[src/rtl/muldiv_pkg.sv]
package muldiv_pkg;
  localparam int ADDR_W = 4;
  localparam logic [ADDR_W-1:0] A_DVD0 = 4'h0;
  localparam logic [ADDR_W-1:0] A_DVD1 = 4'h1;
  localparam logic [ADDR_W-1:0] A_DVD2 = 4'h2;
  localparam logic [ADDR_W-1:0] A_DVD3 = 4'h3;
  localparam logic [ADDR_W-1:0] A_MLT0 = 4'h4;
  localparam logic [ADDR_W-1:0] A_MLT1 = 4'h5;
  localparam logic [ADDR_W-1:0] A_DVS0 = 4'h6;
  localparam logic [ADDR_W-1:0] A_DVS1 = 4'h7;
  localparam logic [ADDR_W-1:0] A_RES0 = 4'h8;
  localparam logic [ADDR_W-1:0] A_RES1 = 4'h9;
  localparam logic [ADDR_W-1:0] A_RES2 = 4'hA;
  localparam logic [ADDR_W-1:0] A_RES3 = 4'hB;
  localparam logic [ADDR_W-1:0] A_REM0 = 4'hC;
  localparam logic [ADDR_W-1:0] A_REM1 = 4'hD;
  localparam logic [ADDR_W-1:0] A_CTL  = 4'hE;
  localparam logic [ADDR_W-1:0] A_STAT = 4'hF;

  typedef enum logic [1:0] {OP_IDLE, OP_MUL, OP_DIV} op_e;
endpackage

[src/rtl/muldiv_mul_seq.sv]
// Shift-add multiplier of unsigned magnitudes, one multiplier bit per cycle.
module muldiv_mul_seq #(
  parameter int W = 16
) (
  input  logic           clk,
  input  logic           rst,
  input  logic           start,
  input  logic [W-1:0]   a,
  input  logic [W-1:0]   b,
  output logic           run,
  output logic           done,
  output logic [2*W-1:0] prod
);
  localparam int CW = $clog2(W + 1);

  logic [2*W-1:0] mcand;
  logic [W-1:0]   mpl;
  logic [CW-1:0]  cnt;

  always_ff @(posedge clk) begin
    if (rst) begin
      run   <= 1'b0;
      done  <= 1'b0;
      prod  <= '0;
      mcand <= '0;
      mpl   <= '0;
      cnt   <= '0;
    end else begin
      done <= 1'b0;
      if (start) begin
        prod  <= '0;
        mcand <= {{W{1'b0}}, a};
        mpl   <= b;
        cnt   <= CW'(W);
        run   <= 1'b1;
      end else if (run) begin
        if (mpl[0]) prod <= prod + mcand;
        mcand <= mcand << 1;
        mpl   <= mpl >> 1;
        cnt   <= cnt - 1'b1;
        if (cnt == CW'(1)) begin
          run  <= 1'b0;
          done <= 1'b1;
        end
      end
    end
  end
endmodule

[src/rtl/muldiv_div_seq.sv]
// Restoring divider of unsigned magnitudes, one quotient bit per cycle.
module muldiv_div_seq #(
  parameter int NW = 32,
  parameter int DW = 16
) (
  input  logic          clk,
  input  logic          rst,
  input  logic          start,
  input  logic [NW-1:0] num,
  input  logic [DW-1:0] den,
  output logic          run,
  output logic          done,
  output logic [NW-1:0] quo,
  output logic [DW-1:0] rem
);
  localparam int CW = $clog2(NW + 1);

  logic [DW-1:0] den_q;
  logic [CW-1:0] cnt;
  logic [DW:0]   shifted;
  logic [DW:0]   diff;
  logic          ge;

  always_comb begin
    shifted = {rem, quo[NW-1]};
    diff    = shifted - {1'b0, den_q};
    ge      = shifted >= {1'b0, den_q};
  end

  always_ff @(posedge clk) begin
    if (rst) begin
      run   <= 1'b0;
      done  <= 1'b0;
      quo   <= '0;
      rem   <= '0;
      den_q <= '0;
      cnt   <= '0;
    end else begin
      done <= 1'b0;
      if (start) begin
        quo   <= num;
        rem   <= '0;
        den_q <= den;
        cnt   <= CW'(NW);
        run   <= 1'b1;
      end else if (run) begin
        rem <= ge ? diff[DW-1:0] : shifted[DW-1:0];
        quo <= {quo[NW-2:0], ge};
        cnt <= cnt - 1'b1;
        if (cnt == CW'(1)) begin
          run  <= 1'b0;
          done <= 1'b1;
        end
      end
    end
  end
endmodule

[src/rtl/muldiv_regs.sv]
module muldiv_regs
  import muldiv_pkg::*;
#(
  parameter int MUL_W = 16,
  parameter int DVD_W = 32
) (
  input  logic              clk,
  input  logic              rst,
  input  logic              wr_en,
  input  logic              rd_en,
  input  logic [ADDR_W-1:0] addr,
  input  logic [7:0]        wdata,
  output logic [7:0]        rdata,
  output logic              busy
);
  localparam int DVS_W = MUL_W;
  localparam int RES_W = 2 * MUL_W;

  logic [DVD_W-1:0] dvd_q;
  logic [MUL_W-1:0] mlt_q;
  logic [DVS_W-1:0] dvs_q;
  logic [RES_W-1:0] res_q;
  logic [DVS_W-1:0] rem_q;
  logic [7:0]       ctl_q;
  logic             flag_q;
  op_e              op_q;
  logic             neg_res_q, neg_rem_q, zero_q;
  logic [DVS_W-1:0] raw_lo_q;

  // start decode and operand magnitudes
  logic             go_mul, go_div;
  logic [MUL_W-1:0] m_a, m_b, mag_a, mag_b;
  logic [DVD_W-1:0] d_n, mag_n;
  logic [DVS_W-1:0] d_d, mag_d;
  logic             sgn;

  always_comb begin
    sgn    = ctl_q[0];
    go_mul = wr_en && !busy && (addr == A_MLT1);
    go_div = wr_en && !busy && (addr == A_DVS1);
    m_a    = {wdata, mlt_q[7:0]};
    m_b    = dvd_q[MUL_W-1:0];
    d_n    = dvd_q;
    d_d    = {wdata, dvs_q[7:0]};
    mag_a  = (sgn && m_a[MUL_W-1]) ? (~m_a + 1'b1) : m_a;
    mag_b  = (sgn && m_b[MUL_W-1]) ? (~m_b + 1'b1) : m_b;
    mag_n  = (sgn && d_n[DVD_W-1]) ? (~d_n + 1'b1) : d_n;
    mag_d  = (sgn && d_d[DVS_W-1]) ? (~d_d + 1'b1) : d_d;
  end

  logic             mul_run, mul_done, div_run, div_done;
  logic [RES_W-1:0] prod;
  logic [DVD_W-1:0] quo;
  logic [DVS_W-1:0] rem;

  muldiv_mul_seq #(.W(MUL_W)) u_mul (
    .clk(clk), .rst(rst), .start(go_mul), .a(mag_a), .b(mag_b),
    .run(mul_run), .done(mul_done), .prod(prod)
  );

  muldiv_div_seq #(.NW(DVD_W), .DW(DVS_W)) u_div (
    .clk(clk), .rst(rst), .start(go_div), .num(mag_n), .den(mag_d),
    .run(div_run), .done(div_done), .quo(quo), .rem(rem)
  );

  // sign-corrected results
  logic [RES_W-1:0] mul_fix;
  logic [DVD_W-1:0] quo_fix;
  logic [DVS_W-1:0] rem_fix;

  always_comb begin
    mul_fix = neg_res_q ? (~prod + 1'b1) : prod;
    quo_fix = zero_q ? '0 : (neg_res_q ? (~quo + 1'b1) : quo);
    rem_fix = zero_q ? raw_lo_q : (neg_rem_q ? (~rem + 1'b1) : rem);
  end

  logic [7:0] rd_mux;
  always_comb begin
    case (addr)
      A_DVD0:  rd_mux = dvd_q[7:0];
      A_DVD1:  rd_mux = dvd_q[15:8];
      A_DVD2:  rd_mux = dvd_q[23:16];
      A_DVD3:  rd_mux = dvd_q[31:24];
      A_MLT0:  rd_mux = mlt_q[7:0];
      A_MLT1:  rd_mux = mlt_q[15:8];
      A_DVS0:  rd_mux = dvs_q[7:0];
      A_DVS1:  rd_mux = dvs_q[15:8];
      A_RES0:  rd_mux = res_q[7:0];
      A_RES1:  rd_mux = res_q[15:8];
      A_RES2:  rd_mux = res_q[23:16];
      A_RES3:  rd_mux = res_q[31:24];
      A_REM0:  rd_mux = rem_q[7:0];
      A_REM1:  rd_mux = rem_q[15:8];
      A_CTL:   rd_mux = ctl_q;
      default: rd_mux = {flag_q, 7'b0};
    endcase
  end

  always_ff @(posedge clk) begin
    if (rst) begin
      dvd_q <= '0; mlt_q <= '0; dvs_q <= '0; res_q <= '0; rem_q <= '0;
      ctl_q <= '0; flag_q <= 1'b0; busy <= 1'b0; rdata <= '0;
      op_q <= OP_IDLE; neg_res_q <= 1'b0; neg_rem_q <= 1'b0;
      zero_q <= 1'b0; raw_lo_q <= '0;
    end else begin
      if (rd_en) begin
        rdata <= rd_mux;
        if (addr == A_STAT) flag_q <= 1'b0;
      end
      // completion: result load, flag set (wins over a same-edge status read)
      if (mul_done || div_done) begin
        busy   <= 1'b0;
        flag_q <= 1'b1;
        op_q   <= OP_IDLE;
        if (op_q == OP_MUL) res_q <= mul_fix;
        else begin
          res_q <= quo_fix;
          rem_q <= rem_fix;
        end
      end
      if (wr_en) begin
        case (addr)
          A_DVD0: dvd_q[7:0]   <= wdata;
          A_DVD1: dvd_q[15:8]  <= wdata;
          A_DVD2: dvd_q[23:16] <= wdata;
          A_DVD3: dvd_q[31:24] <= wdata;
          A_MLT0: mlt_q[7:0]   <= wdata;
          A_DVS0: dvs_q[7:0]   <= wdata;
          A_MLT1: if (!busy) begin
            mlt_q[15:8] <= wdata;
            busy        <= 1'b1;
            flag_q      <= 1'b0;
            op_q        <= OP_MUL;
            neg_res_q   <= sgn && (m_a[MUL_W-1] ^ m_b[MUL_W-1]);
          end
          A_DVS1: if (!busy) begin
            dvs_q[15:8] <= wdata;
            busy        <= 1'b1;
            flag_q      <= 1'b0;
            op_q        <= OP_DIV;
            neg_res_q   <= sgn && (d_n[DVD_W-1] ^ d_d[DVS_W-1]);
            neg_rem_q   <= sgn && d_n[DVD_W-1];
            zero_q      <= (d_d == '0);
            raw_lo_q    <= d_n[DVS_W-1:0];
          end
          A_CTL: if (!busy) begin
            dvd_q <= '0; mlt_q <= '0; dvs_q <= '0;
            res_q <= '0; rem_q <= '0;
            ctl_q <= wdata;
          end
          default: ;
        endcase
      end
    end
  end
endmodule

[config.mk]
export PLATFORM = sky130hd
export DESIGN_NAME = muldiv_regs
export DESIGN_NICKNAME = d
export VERILOG_FILES = /design/src/rtl/muldiv_pkg.sv /design/src/rtl/muldiv_mul_seq.sv /design/src/rtl/muldiv_div_seq.sv /design/src/rtl/muldiv_regs.sv
export SDC_FILE = /design/constraint.sdc
export NUM_CORES = 1
export LEC_CHECK = 0
export ABC_CLOCK_PERIOD_IN_PS = 3600
export BUFFER_PORTS_ARGS = -buffer_cell sky130_fd_sc_hd__buf_2
export CORE_MARGIN = 2
export CORE_UTILIZATION = 25
export DETAILED_ROUTE_END_ITERATION = 8
export PLACE_DENSITY = 0.49
export SETUP_SLACK_MARGIN = 0.3
export SLEW_MARGIN = 20
export SYNTH_ARGS = -nofsm -noshare
export SYNTH_HDL_FRONTEND = slang
export SYNTH_SLANG_ARGS = --single-unit
[constraint.sdc]
create_clock -name clk -period 3.6 [get_ports clk]
set_input_delay 0.9 -clock clk [delete_from_list [all_inputs] [get_ports clk]]
set_output_delay 0.9 -clock clk [all_outputs]
set_load 0.02 [all_outputs]
==> metrics.md <==
| Metric | Value |
|---|---|
| Status | finished, final reports clean |
| Number of buffers on the longest clock path | 3 |
| Std cell rows | 99 |
| Nature of the critical path endpoint | register |
| Share of the cycle needed by the critical path after routing | 88.5% |
| Via count of the first global-routing pass | 16.3k |
| Final HPWL DP | 48700 um |
| Initial DRC Count | 1601 |
| Worst hold path stage count | 2 |
| Share of the synthesized area in the top cell type | 33.6% |
| Total global-route track usage | 17.1% |
| Die extent in x | 276 um |
| Number of detailed-routing iterations run before antenna repair | 7 |
| # Max-Cap Violations | 0 |
| Multi-input gate area | 11500 sq um |
| Worst clock skew | 32.6 ps |
| Final Hold Vio Count | 0 |
| Cell type with the largest total area after synthesis | sky130_fd_sc_hd__dfxtp_1 |
| Worst Min Path Start | u_div.den_q[15] |
| Final non-filler cell total | 3309 |
| Fillcell total | 7743 |
| Startpoint-to-endpoint class of the critical path | register to register |
| Largest cells by area after synthesis | sky130_fd_sc_hd__dfxtp_1, sky130_fd_sc_hd__mux2i_1, sky130_fd_sc_hd__nor2_1 |
| Net total in the final layout | 2400 |
| Synthesized flop and latch total | 310 |
| Initial Utilization | 25.3% |
| Total wire length | 65900 um |
| Cell type of the slowest stage on the worst timing path | sky130_fd_sc_hd__a221oi_1 |
| N_diodes | 0 |
| Total core area | 73000 sq um |
| Routability Congestion | 0.907 |
| Antenna violations before repair | 2 |
| Vias per Instance | 5.16 |
| CP top delay family | simple AND/OR/NAND/NOR gates |
| Cells after DPL | 3240 |
| Number of pins with negative max-slew slack in the final report | 0 |
| Setup repair after global routing missed its margin | false |
| Deepest level of the CTS H-tree | 2 |
| First-pass GRT wire length | 100000 um |
| Area growth from synthesis to layout | 15.7% |
| Fraction of layout cells with a size suffix above 1 | 10.2% |
| Worst setup slack for register-to-register paths | 420 ps |
| CP Launch Point | u_div.quo[6] |
| Number of distinct standard cells referenced by the synthesized netlist | 70 |
| Final total negative setup slack | 0 ps |
| Die Span Y | 276 um |
| Worst min-delay path class | register to register |
| Overall power of the completed layout | 0.00840 W |
| Worst Hold Margin | 454 ps |
| GRT Residual Overflow | 0 |
| Proportion of synthesized flip-flops having asynchronous set or reset | 0% |
| Master cell of the clock root buffer | sky130_fd_sc_hd__clkbuf_16 |
| Time the worst path needs with I/O delays and setup | 3180 ps |
| Netlist area before placement | 18500 sq um |
| Boundary pin count | 25 |
| Total CTS buffers | 40 |
| Headroom to the max-slew limit | 34.3% |
| Clock latency on the worst-skew pair | 580 ps |
| Post-Syn Area per Cell | 7.91 sq um |
| Fraction of the yosys area taken by sequential cells | 33.6% |
| Minimum setup slack after placement | 190 ps |
| Critical Path Most Common Cell | sky130_fd_sc_hd__or3_1 |
| Worst Hold Endpoint | u_div.den_q[15] |
| Number of nets with antenna violations after detailed routing | 0 |
| Total power divided by cell area | 394 nW/um^2 |
| Largest net degree at the start of global routing | 61 |
| Number of nets produced by synthesis | 2407 |
| CP cell instances | or4_1 -> or3_1 -> or3_1 -> o31a_1 -> xor2_1 -> a221oi_1 -> nor3_1 |
| Clock-pin slew on the worst setup and hold paths | 60 ps |
| Final critical-path setup slack | 415 ps |
| DRC | 0 |
| Drt wl/cell | 19.9 um |
| Gate Count Post-Synth | 2332 |
| CP arrival | 3600 ps |
| IR Drop Worst-Case VDD | 0.334 mV |
| Req. time, crit path | 4020 ps |
| Static Leakage | 8.17 nW |
| Worst reg2reg startpoint | u_div.quo[6] |
| Ys Warns | 0 |
| Sequential cell area | 6210 sq um |
| Setup-failing EPs final | 0 |
| Number of buffer cells added on primary ports | 24 |
| Worst r2r dst | res_q[18] |
| Die ar. | 76000 sq um |
| Number of clock sinks seen by CTS | 310 |
| Maximum fanout count along the critical path | 7 |
| Via count | 17.1k |
| Fmax | 0.314 GHz |
| Clock tree from TritonCTS | done |
| Kind of launch point of the worst setup path | register |
| R2R cell count | 7 |
| Worst Tran Pin Value | 979 ps |
| Most instantiated flip-flop cell in the synthesis netlist | sky130_fd_sc_hd__dfxtp_1 |
| EDFF count, synth | 0 |
| Buf/Inv on CP | 0 |
| Crit path largest cell delay | 680 ps |
## layer usage
layer	GRT usage, %	vias to the layer above	wire (um)
met4	4.37	0	1440
li1	-	8264	-
met5	0	-	0
met2	27.7	496	30200
met3	2.60	90	3800
met1	23.6	8227	30500
## sequential cells by signal (all words and copies together), names as in the netlist, 32 cells and up
register     count
u_mul.prod      32
u_div.quo       32
res_q           32
u_mul.mcand     32
d_n             32
## layout by cell type (no fill, tap or decap), types with 10 or more instances in the layout
| cell type | count |
|---|---|
| sky130_fd_sc_hd__a211oi_1 | 82 |
| sky130_fd_sc_hd__a21o_1 | 19 |
| sky130_fd_sc_hd__a21oi_1 | 170 |
| sky130_fd_sc_hd__a221oi_1 | 28 |
| sky130_fd_sc_hd__a22oi_1 | 32 |
| sky130_fd_sc_hd__a31oi_1 | 14 |
| sky130_fd_sc_hd__and2_1 | 11 |
| sky130_fd_sc_hd__and3_1 | 20 |
| sky130_fd_sc_hd__buf_2 | 23 |
| sky130_fd_sc_hd__buf_4 | 106 |
| sky130_fd_sc_hd__clkbuf_16 | 40 |
| sky130_fd_sc_hd__dfxtp_1 | 306 |
| sky130_fd_sc_hd__ha_1 | 57 |
| sky130_fd_sc_hd__inv_1 | 51 |
| sky130_fd_sc_hd__mux2i_1 | 140 |
| sky130_fd_sc_hd__nand2_1 | 238 |
| sky130_fd_sc_hd__nand2b_1 | 15 |
| sky130_fd_sc_hd__nand3_1 | 35 |
| sky130_fd_sc_hd__nand4_1 | 10 |
| sky130_fd_sc_hd__nor2_1 | 317 |
| sky130_fd_sc_hd__nor2b_1 | 23 |
| sky130_fd_sc_hd__nor3_1 | 64 |
| sky130_fd_sc_hd__nor4_1 | 11 |
| sky130_fd_sc_hd__o211ai_1 | 10 |
| sky130_fd_sc_hd__o21ai_0 | 103 |
| sky130_fd_sc_hd__o31ai_1 | 26 |
| sky130_fd_sc_hd__o41ai_1 | 14 |
| sky130_fd_sc_hd__or3_1 | 22 |
| sky130_fd_sc_hd__or4_1 | 10 |
| sky130_fd_sc_hd__xnor2_1 | 102 |
| sky130_fd_sc_hd__xor2_1 | 79 |
## area by class of cell
class / instances / area share [%]
tap: 959 / 5.62
multi-input combinational: 1791 / 53.8
timing repair buffer: 131 / 4.41
clock buffer: 55 / 5.33
inverter: 51 / 0.897
sequential: 310 / 29.1
clock inverter: 12 / 0.815
## worst reg2reg max path, cell delays in order (launching register included)
cell and delay [ps]:
sky130_fd_sc_hd__dfxtp_1 370, sky130_fd_sc_hd__or4_1 590, sky130_fd_sc_hd__or3_1 400, sky130_fd_sc_hd__or3_1 400
sky130_fd_sc_hd__o31a_1 350, sky130_fd_sc_hd__xor2_1 170, sky130_fd_sc_hd__a221oi_1 680, sky130_fd_sc_hd__nor3_1 90
## worst max-delay path by stage
stage / endpoint / slack, ps / cells after the start
floorplan: u_mul.prod[30] / 420 / 12
global placement: u_mul.prod[30] / 140 / 12
detailed placement: u_mul.prod[30] / 190 / 12
CTS: u_mul.prod[27] / 310 / 13
global route: u_mul.prod[30] / 300 / 12
finish: res_q[18] / 420 / 7
## logic make-up after synthesis
group / count (synthesis) / share of synthesized area (%)
and+or+nand+nor: 817 / 19.9
buffers and inverters: 231 / 4.73
xor gates and xnor gates: 181 / 8.59
DFF: 310 / 33.6
muxes: 146 / 8.08
AOI/OAI and AO/OA: 588 / 21.0
adders and majority gates: 59 / 4.08
## cells in the mapped netlist (5+ instances only)
library cell                number
sky130_fd_sc_hd__nand3b_1        6
sky130_fd_sc_hd__nor2b_1        24
sky130_fd_sc_hd__nand4_1        10
sky130_fd_sc_hd__a2111oi_0       5
sky130_fd_sc_hd__nand2_1       238
sky130_fd_sc_hd__nor4_1         12
sky130_fd_sc_hd__inv_1          51
sky130_fd_sc_hd__a221oi_1       29
sky130_fd_sc_hd__nor3b_1         8
sky130_fd_sc_hd__nor3_1         64
sky130_fd_sc_hd__a21o_1         19
sky130_fd_sc_hd__nor2_1        319
sky130_fd_sc_hd__o31ai_1        27
sky130_fd_sc_hd__xnor2_1       102
sky130_fd_sc_hd__o22ai_1         6
sky130_fd_sc_hd__dfxtp_1       310
sky130_fd_sc_hd__a21oi_1       170
sky130_fd_sc_hd__nand3_1        37
sky130_fd_sc_hd__nand2b_1       17
sky130_fd_sc_hd__a211oi_1       84
sky130_fd_sc_hd__or4_1          10
sky130_fd_sc_hd__o21bai_1        7
sky130_fd_sc_hd__xor2_1         79
sky130_fd_sc_hd__and3_1         20
sky130_fd_sc_hd__buf_1          24
sky130_fd_sc_hd__buf_2           5
sky130_fd_sc_hd__and2_1         11
sky130_fd_sc_hd__a31oi_1        14
sky130_fd_sc_hd__o211ai_1       10
sky130_fd_sc_hd__mux2i_1       140
sky130_fd_sc_hd__or3_1          22
sky130_fd_sc_hd__a22oi_1        32
sky130_fd_sc_hd__o21a_1          6
sky130_fd_sc_hd__o41ai_1        16
sky130_fd_sc_hd__a311oi_1        9
sky130_fd_sc_hd__or2_2           6
sky130_fd_sc_hd__clkbuf_1      151
sky130_fd_sc_hd__o221ai_1        8
sky130_fd_sc_hd__o21ai_0       103
sky130_fd_sc_hd__ha_1           57
## power breakdown
group          internal, W  switching, W
Combinational     0.000286      0.000533
Clock              0.00243       0.00161
Sequential         0.00348     0.0000635
Total              0.00619       0.00221
## per-stage QoR
stage / area [sq um] / util [%]
floorplan: 18500 / -
global placement: 20000 / 27.3
detailed placement: 20000 / 27.3
CTS: 21300 / 29.2
global route: 21300 / 29.3
finish: 21300 / 29.3
## what timing repair did
action                                  4_1_cts  5_1_grt
gates cloned                                  0        0
gates resized for setup                       1       12
hold buffers                                  0        0
setup buffers                                 0        2
pin swaps                                     1        5
endpoints found under the setup margin        2       20
(Power assumes the default switching activity.)
